$ cat config.mk
export PLATFORM = sky130hd
export DESIGN_NAME = epd_bringup_seq
export DESIGN_NICKNAME = d
export VERILOG_FILES = /design/src/rtl/epd_seq_pkg.sv /design/src/rtl/epd_reset_timer.sv /design/src/rtl/epd_frame_engine.sv /design/src/rtl/epd_info_store.sv /design/src/rtl/epd_bringup_seq.sv
export SDC_FILE = /design/constraint.sdc
export NUM_CORES = 1
export LEC_CHECK = 0
export ABC_AREA = 1
export BUFFER_PORTS_ARGS = -buffer_cell sky130_fd_sc_hd__buf_2
export CELL_PAD_IN_SITES_DETAIL_PLACEMENT = 1
export CELL_PAD_IN_SITES_GLOBAL_PLACEMENT = 1
export CORE_ASPECT_RATIO = 1.1
export CORE_UTILIZATION = 44
export DETAILED_ROUTE_END_ITERATION = 7
export GPL_TIMING_DRIVEN = 1
export PLACE_DENSITY_LB_ADDON = 0.1
export SETUP_SLACK_MARGIN = 0.02
export SLEW_MARGIN = 10
export SYNTH_ARGS = -nofsm -noshare
export SYNTH_HDL_FRONTEND = slang
export SYNTH_SLANG_ARGS = --single-unit
$ cat constraint.sdc
create_clock -name clk -period 2.2 [get_ports clk]
set_input_delay 0.22 -clock clk [delete_from_list [all_inputs] [get_ports clk]]
set_output_delay 0.22 -clock clk [all_outputs]
set_load 0.1 [all_outputs]
$ cat src/rtl/epd_seq_pkg.sv
package epd_seq_pkg;

  typedef enum logic [1:0] {
    FK_CMD = 2'd0,
    FK_WR  = 2'd1,
    FK_RD  = 2'd2
  } frame_kind_e;

  localparam logic [15:0] PRE_CMD = 16'h6000;
  localparam logic [15:0] PRE_WR  = 16'h0000;
  localparam logic [15:0] PRE_RD  = 16'h1000;
  localparam logic [15:0] FILL_W  = 16'h0000;

  localparam logic [15:0] OP_DEVINFO = 16'h0302;
  localparam logic [15:0] OP_REGWR   = 16'h0011;
  localparam logic [15:0] OP_VCOM    = 16'h0039;
  localparam logic [15:0] OP_AREA    = 16'h0034;
  localparam logic [15:0] REG_HOSTMODE    = 16'h0004;
  localparam logic [15:0] HOSTMODE_PACKED = 16'h0001;

  localparam int STEP_W = 5;
  localparam logic [STEP_W-1:0] SP_INFO_CMD  = 5'd0;
  localparam logic [STEP_W-1:0] SP_INFO_RD   = 5'd1;
  localparam logic [STEP_W-1:0] SP_VCOM_RD   = 5'd7;
  localparam logic [STEP_W-1:0] SP_VCOM_WCMD = 5'd8;
  localparam logic [STEP_W-1:0] SP_AREA_CMD  = 5'd11;
  localparam logic [STEP_W-1:0] SP_LAST      = 5'd16;

  // Word transmitted at position idx of a frame.
  function automatic logic [15:0] frame_word(frame_kind_e k, logic [7:0] idx,
                                             logic [15:0] arg);
    logic [15:0] w;
    case (k)
      FK_CMD:  w = (idx == 8'd0) ? PRE_CMD : arg;
      FK_WR:   w = (idx == 8'd0) ? PRE_WR  : arg;
      default: w = (idx == 8'd0) ? PRE_RD  : FILL_W;
    endcase
    return w;
  endfunction

endpackage

$ cat src/rtl/epd_reset_timer.sv
module epd_reset_timer #(
  parameter int RESET_MS = 100,
  localparam int CW = $clog2(RESET_MS + 1)
) (
  input  logic clk,
  input  logic rst,
  input  logic start,
  input  logic ms_tick,
  output logic panel_rst_n,
  output logic done
);
  localparam logic [CW-1:0] LIM = CW'(RESET_MS - 1);

  logic [CW-1:0] cnt;
  logic          run;

  always_ff @(posedge clk) begin
    if (rst) begin
      panel_rst_n <= 1'b1;
      cnt         <= '0;
      run         <= 1'b0;
      done        <= 1'b0;
    end else begin
      done <= 1'b0;
      if (start) begin
        run         <= 1'b1;
        panel_rst_n <= 1'b0;
        cnt         <= '0;
      end else if (run && ms_tick) begin
        if (cnt == LIM) begin
          run         <= 1'b0;
          panel_rst_n <= 1'b1;
          done        <= 1'b1;
        end else begin
          cnt <= cnt + 1'b1;
        end
      end
    end
  end
endmodule

$ cat src/rtl/epd_frame_engine.sv
module epd_frame_engine
  import epd_seq_pkg::*;
#(
  parameter int CNT_W = 8
) (
  input  logic             clk,
  input  logic             rst,
  input  logic             start,
  input  frame_kind_e      kind,
  input  logic [15:0]      arg,
  input  logic [CNT_W-1:0] rd_words,
  input  logic             host_rdy,
  input  logic             xfer_done,
  input  logic [15:0]      xfer_rdata,
  output logic             cs_n,
  output logic             xfer_valid,
  output logic [15:0]      xfer_wdata,
  output logic             rd_valid,
  output logic [CNT_W-1:0] rd_idx,
  output logic [15:0]      rd_data,
  output logic             done
);
  typedef enum logic [1:0] {E_IDLE, E_WAIT, E_XFER, E_END} eng_st_e;

  eng_st_e          st;
  frame_kind_e      kind_q;
  logic [15:0]      arg_q;
  logic [CNT_W-1:0] idx, last_q;

  always_ff @(posedge clk) begin
    if (rst) begin
      st         <= E_IDLE;
      kind_q     <= FK_CMD;
      arg_q      <= '0;
      idx        <= '0;
      last_q     <= '0;
      cs_n       <= 1'b1;
      xfer_valid <= 1'b0;
      xfer_wdata <= '0;
      rd_valid   <= 1'b0;
      rd_idx     <= '0;
      rd_data    <= '0;
      done       <= 1'b0;
    end else begin
      rd_valid <= 1'b0;
      done     <= 1'b0;
      case (st)
        E_IDLE: if (start) begin
          kind_q <= kind;
          arg_q  <= arg;
          last_q <= (kind == FK_RD) ? rd_words + CNT_W'(1) : CNT_W'(1);
          idx    <= '0;
          cs_n   <= 1'b0;
          st     <= E_WAIT;
        end
        E_WAIT: if (host_rdy) begin
          xfer_valid <= 1'b1;
          xfer_wdata <= frame_word(kind_q, 8'(idx), arg_q);
          st         <= E_XFER;
        end
        E_XFER: if (xfer_done) begin
          xfer_valid <= 1'b0;
          if (kind_q == FK_RD && idx >= CNT_W'(2)) begin
            rd_valid <= 1'b1;
            rd_idx   <= idx - CNT_W'(2);
            rd_data  <= xfer_rdata;
          end
          if (idx == last_q) begin
            st <= E_END;
          end else begin
            idx <= idx + 1'b1;
            st  <= E_WAIT;
          end
        end
        default: begin
          cs_n <= 1'b1;
          done <= 1'b1;
          st   <= E_IDLE;
        end
      endcase
    end
  end
endmodule

$ cat src/rtl/epd_info_store.sv
module epd_info_store #(
  parameter int DEPTH = 20,
  parameter int DW    = 16,
  localparam int AW   = $clog2(DEPTH)
) (
  input  logic          clk,
  input  logic          we,
  input  logic [AW-1:0] waddr,
  input  logic [DW-1:0] wdata,
  input  logic [AW-1:0] raddr,
  output logic [DW-1:0] rdata
);
  logic [DW-1:0] mem [DEPTH];

  always_ff @(posedge clk) begin
    if (we) mem[waddr] <= wdata;
  end

  always_ff @(posedge clk) begin
    rdata <= mem[raddr];
  end
endmodule

$ cat src/rtl/epd_bringup_seq.sv
module epd_bringup_seq
  import epd_seq_pkg::*;
#(
  parameter int          RESET_MS   = 100,
  parameter int          INFO_WORDS = 20,
  parameter logic [15:0] PANEL_W    = 16'd1872,
  parameter logic [15:0] PANEL_H    = 16'd1404,
  parameter logic [15:0] VCOM_MV    = 16'd1500,
  localparam int         INFO_AW    = $clog2(INFO_WORDS)
) (
  input  logic               clk,
  input  logic               rst,
  input  logic               ms_tick,
  input  logic               host_rdy,
  input  logic               xfer_done,
  input  logic [15:0]        xfer_rdata,
  input  logic [INFO_AW-1:0] info_addr,
  output logic               panel_rst_n,
  output logic               cs_n,
  output logic               spi_fast,
  output logic               xfer_valid,
  output logic [15:0]        xfer_wdata,
  output logic [15:0]        info_data,
  output logic [31:0]        img_addr,
  output logic               ready
);
  localparam int CNT_W = $clog2(INFO_WORDS + 2);

  typedef enum logic [2:0] {S_BOOT, S_RST, S_ISSUE, S_WAIT, S_DONE} seq_st_e;

  seq_st_e           st;
  logic [STEP_W-1:0] step;
  logic              tmr_start, tmr_done;
  logic              eng_start, eng_done;
  frame_kind_e       cur_kind;
  logic [15:0]       cur_arg;
  logic [CNT_W-1:0]  cur_rdn;
  logic              rd_valid;
  logic [CNT_W-1:0]  rd_idx;
  logic [15:0]       rd_data;
  logic [15:0]       vcom_rd;
  logic              info_we;

  // Step list: opcode frames with their argument words.
  always_comb begin
    cur_kind = FK_WR;
    cur_arg  = 16'h0000;
    cur_rdn  = CNT_W'(1);
    case (step)
      5'd0:  begin cur_kind = FK_CMD; cur_arg = OP_DEVINFO; end
      5'd1:  begin cur_kind = FK_RD;  cur_rdn = CNT_W'(INFO_WORDS); end
      5'd2:  begin cur_kind = FK_CMD; cur_arg = OP_REGWR; end
      5'd3:  cur_arg = REG_HOSTMODE;
      5'd4:  cur_arg = HOSTMODE_PACKED;
      5'd5:  begin cur_kind = FK_CMD; cur_arg = OP_VCOM; end
      5'd6:  cur_arg = 16'h0000;
      5'd7:  cur_kind = FK_RD;
      5'd8:  begin cur_kind = FK_CMD; cur_arg = OP_VCOM; end
      5'd9:  cur_arg = 16'h0001;
      5'd10: cur_arg = VCOM_MV;
      5'd11: begin cur_kind = FK_CMD; cur_arg = OP_AREA; end
      5'd14: cur_arg = PANEL_W;
      5'd15: cur_arg = PANEL_H;
      default: cur_arg = 16'h0000;
    endcase
  end

  always_ff @(posedge clk) begin
    if (rst) begin
      st        <= S_BOOT;
      step      <= '0;
      tmr_start <= 1'b0;
      eng_start <= 1'b0;
      spi_fast  <= 1'b0;
      ready     <= 1'b0;
    end else begin
      tmr_start <= 1'b0;
      eng_start <= 1'b0;
      case (st)
        S_BOOT: begin
          tmr_start <= 1'b1;
          st        <= S_RST;
        end
        S_RST: if (tmr_done) st <= S_ISSUE;
        S_ISSUE: begin
          if (step == SP_VCOM_WCMD && vcom_rd == VCOM_MV) begin
            step <= SP_AREA_CMD;
          end else if (step == SP_AREA_CMD && !spi_fast) begin
            spi_fast <= 1'b1;
          end else begin
            eng_start <= 1'b1;
            st        <= S_WAIT;
          end
        end
        S_WAIT: if (eng_done) begin
          if (step == SP_LAST) begin
            ready <= 1'b1;
            st    <= S_DONE;
          end else begin
            step <= step + 1'b1;
            st   <= S_ISSUE;
          end
        end
        default: ready <= 1'b1;
      endcase
    end
  end

  // Captured read data: device info words and the VCOM readback.
  assign info_we = rd_valid && (step == SP_INFO_RD);

  always_ff @(posedge clk) begin
    if (rst) begin
      img_addr <= '0;
      vcom_rd  <= '0;
    end else if (rd_valid) begin
      if (step == SP_INFO_RD && rd_idx == CNT_W'(2)) img_addr[15:0]  <= rd_data;
      if (step == SP_INFO_RD && rd_idx == CNT_W'(3)) img_addr[31:16] <= rd_data;
      if (step == SP_VCOM_RD) vcom_rd <= rd_data;
    end
  end

  epd_reset_timer #(.RESET_MS(RESET_MS)) u_tmr (
    .clk        (clk),
    .rst        (rst),
    .start      (tmr_start),
    .ms_tick    (ms_tick),
    .panel_rst_n(panel_rst_n),
    .done       (tmr_done)
  );

  epd_frame_engine #(.CNT_W(CNT_W)) u_eng (
    .clk       (clk),
    .rst       (rst),
    .start     (eng_start),
    .kind      (cur_kind),
    .arg       (cur_arg),
    .rd_words  (cur_rdn),
    .host_rdy  (host_rdy),
    .xfer_done (xfer_done),
    .xfer_rdata(xfer_rdata),
    .cs_n      (cs_n),
    .xfer_valid(xfer_valid),
    .xfer_wdata(xfer_wdata),
    .rd_valid  (rd_valid),
    .rd_idx    (rd_idx),
    .rd_data   (rd_data),
    .done      (eng_done)
  );

  epd_info_store #(.DEPTH(INFO_WORDS), .DW(16)) u_info (
    .clk  (clk),
    .we   (info_we),
    .waddr(rd_idx[INFO_AW-1:0]),
    .wdata(rd_data),
    .raddr(info_addr),
    .rdata(info_data)
  );
endmodule

==> reports/metrics.yaml <==
synth:
  yosys-top-cells-area: "edfxtp_1 (52%), dfxtp_1 (16%), nand2_1 (8.2%)"
  ys_ff_latch: 465
  synth.avg_cell_area_um2: 10.4
  syn-cell-area_mm2: 0.0186
  yosysWarnings: 0
  synth_cells: 1796
  synth_ff_type: "edfxtp_1"
  ys_types: 44
  seq_area_frac_synth_pct: 67.1
  async_reset_ff_share_pct: 0
  yosys.area.top_type: "edfxtp_1"
  synth_edf_count: 320
  synth.top_cell.area_share_pct: 51.6
pwr:
  p_leak_uw: 0.00890
  switching_share_pct: 27.3
  power_density_mw_per_mm2: 945
  ir_drop_v: 0.000858
  combPwrFrac_pct: 12.8
  p_int_uw: 15100
  pwr-share-clk_pct: 40.9
  seq_power_share_pct: 46.4
  power.net_switching_uw: 5680
critical_path:
  slowest_stage: "dfxtp_1"
  r2r_start: "step[1]$_SDFFE_PP0P_"
  cp-end-kind: "flop"
  crit_family: "simple AND/OR/NAND/NOR gates"
  timing.rr.end: "u_info.mem[15][7]$_DFFE_PP_"
  path_cells: "inv_1, ha_1, inv_1, nor2_4, nand2_4, nor2_8, buf_4, nand3_4, nor2_2, buf_12"
  critPathMaxFanout: 16
  cp_num_buf_inv: 4
  cpMostUsedCell: "inv_1"
  critPathLaunchType: "flop"
  slowest_delay_ps: 340
  startpoint: "step[1]$_SDFFE_PP0P_"
  reg2regPathDepth: 10
  cp_data_arrival_time_ps: 2350
  critical_path_class: "reg2reg"
  cp.required_ps: 2500
  reg2reg_slack_ps: 140
timing:
  rsz0062_at_grt: "false"
  final_max_slew_viol_count: 0
  hold_ws_ps: 43.7
  max_slew_margin_pct: 48.1
  hold_viol_final: 0
  finalCriticalPeriod_ps: 2060
  tns_ps: 0
  clock.fmax_mhz: 487
  worst_slew_pin_slew_ps: 778
  skew_ps: 13.3
  period_share_pct: 93.4
  worst_slack_ps: 145
  setup_viol: 0
global_routing:
  grt_first_pass_wirelength_um: 83300
  grt_usage_pct: 25.8
  grt_pass1_vias: 14039
  antenna_found_initial: 0
  grt_max_degree: 74
  grt.overflow.total: 0
route:
  first_iter_violations: 849
  wl_um: 54200
  postRouteAntennaNets: 0
  drtPass1Iterations: 5
  post-route-drc-count: 0
  vias: 13557
  wl_per_cell_um: 21.4
  viasPerCell: 5.35
die:
  ios: 95
  coreArea_mm2: 0.0415
  row_count: 78
  start_util_pct: 44.9
  die_h_um: 218
  dieArea_mm2: 0.0432
  die_width_um: 198
layout:
  final_cell_count_no_fill: 2535
  drive_above_1_share_pct: 14.5
  nNetsFinal: 1974
  area_growth_pct: 18.1
  finalInstanceArea_mm2: 0.0220
  fillers: 4510
worst_hold_path:
  hold_path_end: "u_eng.xfer_valid$_SDFFE_PP0P_"
  hp-start: "xfer_done"
  whs_path_depth: 5
  holdCritPathClass: "in2reg"
clocking:
  htree_num_levels: 2
  clk_latency_ps: 600
  clockBufferDepth: 3
  cts.sinks: 465
  cts_made_buffers: 49
  clk_pin_slew_worst_paths_ps: 60
  cts_tree: "done"
  root_buffer: "clkbuf_16"
placed_design:
  place_ws_ps: -0.0888
  gp_congestion: 0.835
  portBuffers: 92
  dp_hpwl_um: 34500
  dpl-instance-area_mm2: 0.0201
  dpl.cell_count: 2422
status:
  status: "complete, no violations"
flow_run:
  cap_viol_max_count: 0
## worst reg2reg max path: stages, from the launching register on
cell and delay, ps:
dfxtp_1 340, inv_1 120, ha_1 160, inv_1 60, nor2_4 130, nand2_4 100
nor2_8 130, buf_4 160, nand3_4 190, nor2_2 210, buf_12 170
## sequential cells by signal (all words and copies together), names as in the netlist, 5 cells and up
register / count
img_addr: 32
step: 5
u_eng.arg_q: 10
u_eng.idx: 5
u_eng.rd_data: 16
u_eng.rd_idx: 5
u_eng.xfer_wdata: 12
u_info.mem: 320
u_info.rdata: 16
u_tmr.cnt: 7
vcom_rd: 16
## logic make-up after synthesis
family          share of synthesized area, %
compound gates                          6.47
flops                                   67.1
other cells                           0.0201
buf+inv                                 4.04
simple gates                            20.9
xor+xnor                               0.376
fa+ha+maj                               1.01
## cells in the final DEF, fill, tap and decap left out, drive strengths merged
| master | instances |
|---|---|
| clkbuf | 69 |
| nor2 | 226 |
| o21a | 1 |
| inv | 82 |
| nand2 | 409 |
| nand3 | 232 |
| a41oi | 1 |
| dfxtp | 145 |
| dlygate4sd3 | 17 |
| a31oi | 16 |
| clkinvlp | 2 |
| o22ai | 16 |
| o221ai | 1 |
| nand4 | 13 |
| xnor2 | 3 |
| and3 | 1 |
| nand3b | 8 |
| o21ai | 120 |
| clkinv | 15 |
| o31ai | 2 |
| xor2 | 5 |
| nor3 | 5 |
| a21oi | 63 |
| a211oi | 2 |
| diode | 1 |
| o2111a | 1 |
| ha | 15 |
| o211ai | 2 |
| bufinv | 4 |
| or2 | 6 |
| nor3b | 3 |
| edfxtp | 320 |
| conb | 2 |
| a221oi | 1 |
| buf | 166 |
## how the worst max path moves through the flow
stage	endpoint	slack (ps)	depth (start not counted)
finish	u_info.mem[15][7]$_DFFE_PP_	140	10
global route	u_info.mem[19][0]$_DFFE_PP_	20	10
CTS	u_info.mem[11][11]$_DFFE_PP_	80	10
detailed placement	img_addr[16]$_SDFFE_PP0P_	-0.09	12
global placement	img_addr[18]$_SDFFE_PP0P_	80	12
floorplan	u_info.mem[13][0]$_DFFE_PP_	-20	8
## cells in the mapped netlist, types with 2 or more instances
cell type  number
ha_1           15
o21ai_1        10
nor3b_1         3
nand2_1       407
o22ai_1        16
a211oi_1        2
nand3_1       231
buf_2          28
o211ai_1        2
xnor2_1         3
dfxtp_1       145
inv_1          73
nand2_4         2
buf_6           4
xor2_1          5
nor2_2         12
clkbuf_1       52
a21oi_1        63
o31ai_1         2
nand3b_1        8
buf_1           9
o21ai_0       110
nor2_1        210
edfxtp_1      320
nand4_1        12
a31oi_1        16
or2_2           6
nor3_1          4
buf_4           4
inv_2           6
nor2_8          3
## metrics by stage
stage	total power (uW)	util, %
floorplan	11800	-
global placement	12400	48.5
detailed placement	12500	48.5
CTS	21000	53.0
global route	21500	53.1
finish	20800	53.1
## power groups by stage
| stage | logic (uW) | registers, uW | clock network, uW |
|---|---|---|---|
| after floorplan | 1400 | 10400 | 0 |
| after global placement | 2590 | 9820 | 0 |
| after detailed placement | 2640 | 9830 | 0 |
| after CTS | 2680 | 9640 | 8640 |
| after global routing | 2920 | 9670 | 8940 |
| final | 2660 | 9640 | 8500 |
## repair_timing
item | CTS | global route
hold buffers | 17 | 0
setup buffers | 3 | 0
cloned | 0 | 0
endpoints found under the hold margin | 21 | 0
endpoints found under the setup margin | 12 | 119
gates resized for setup | 0 | 4
pin swaps | 1 | 1
## per-layer routing
layer  up-vias  track usage [%]  share of wire, %
met1      6723             33.8                43
li1       6427                -                 -
met4         0             7.67               2.2
met5         -                0                 0
met2       332             44.4                50
met3        75             3.43               4.5
## area by class of cell
class                   count  area (um2)  share of cell area, %
diodes                      1        2.50                 0.0114
clock buffers              69        1420                   6.46
clock inverters            23         251                   1.14
inverters                  80         305                   1.39
multi-input cells        1154        5400                   24.5
flip-flops and latches    465       12500                   56.8
well taps                 560         701                   3.18
repair buffers            183        1410                   6.42
No activity file was read; power rests on OpenSTA's default activity.
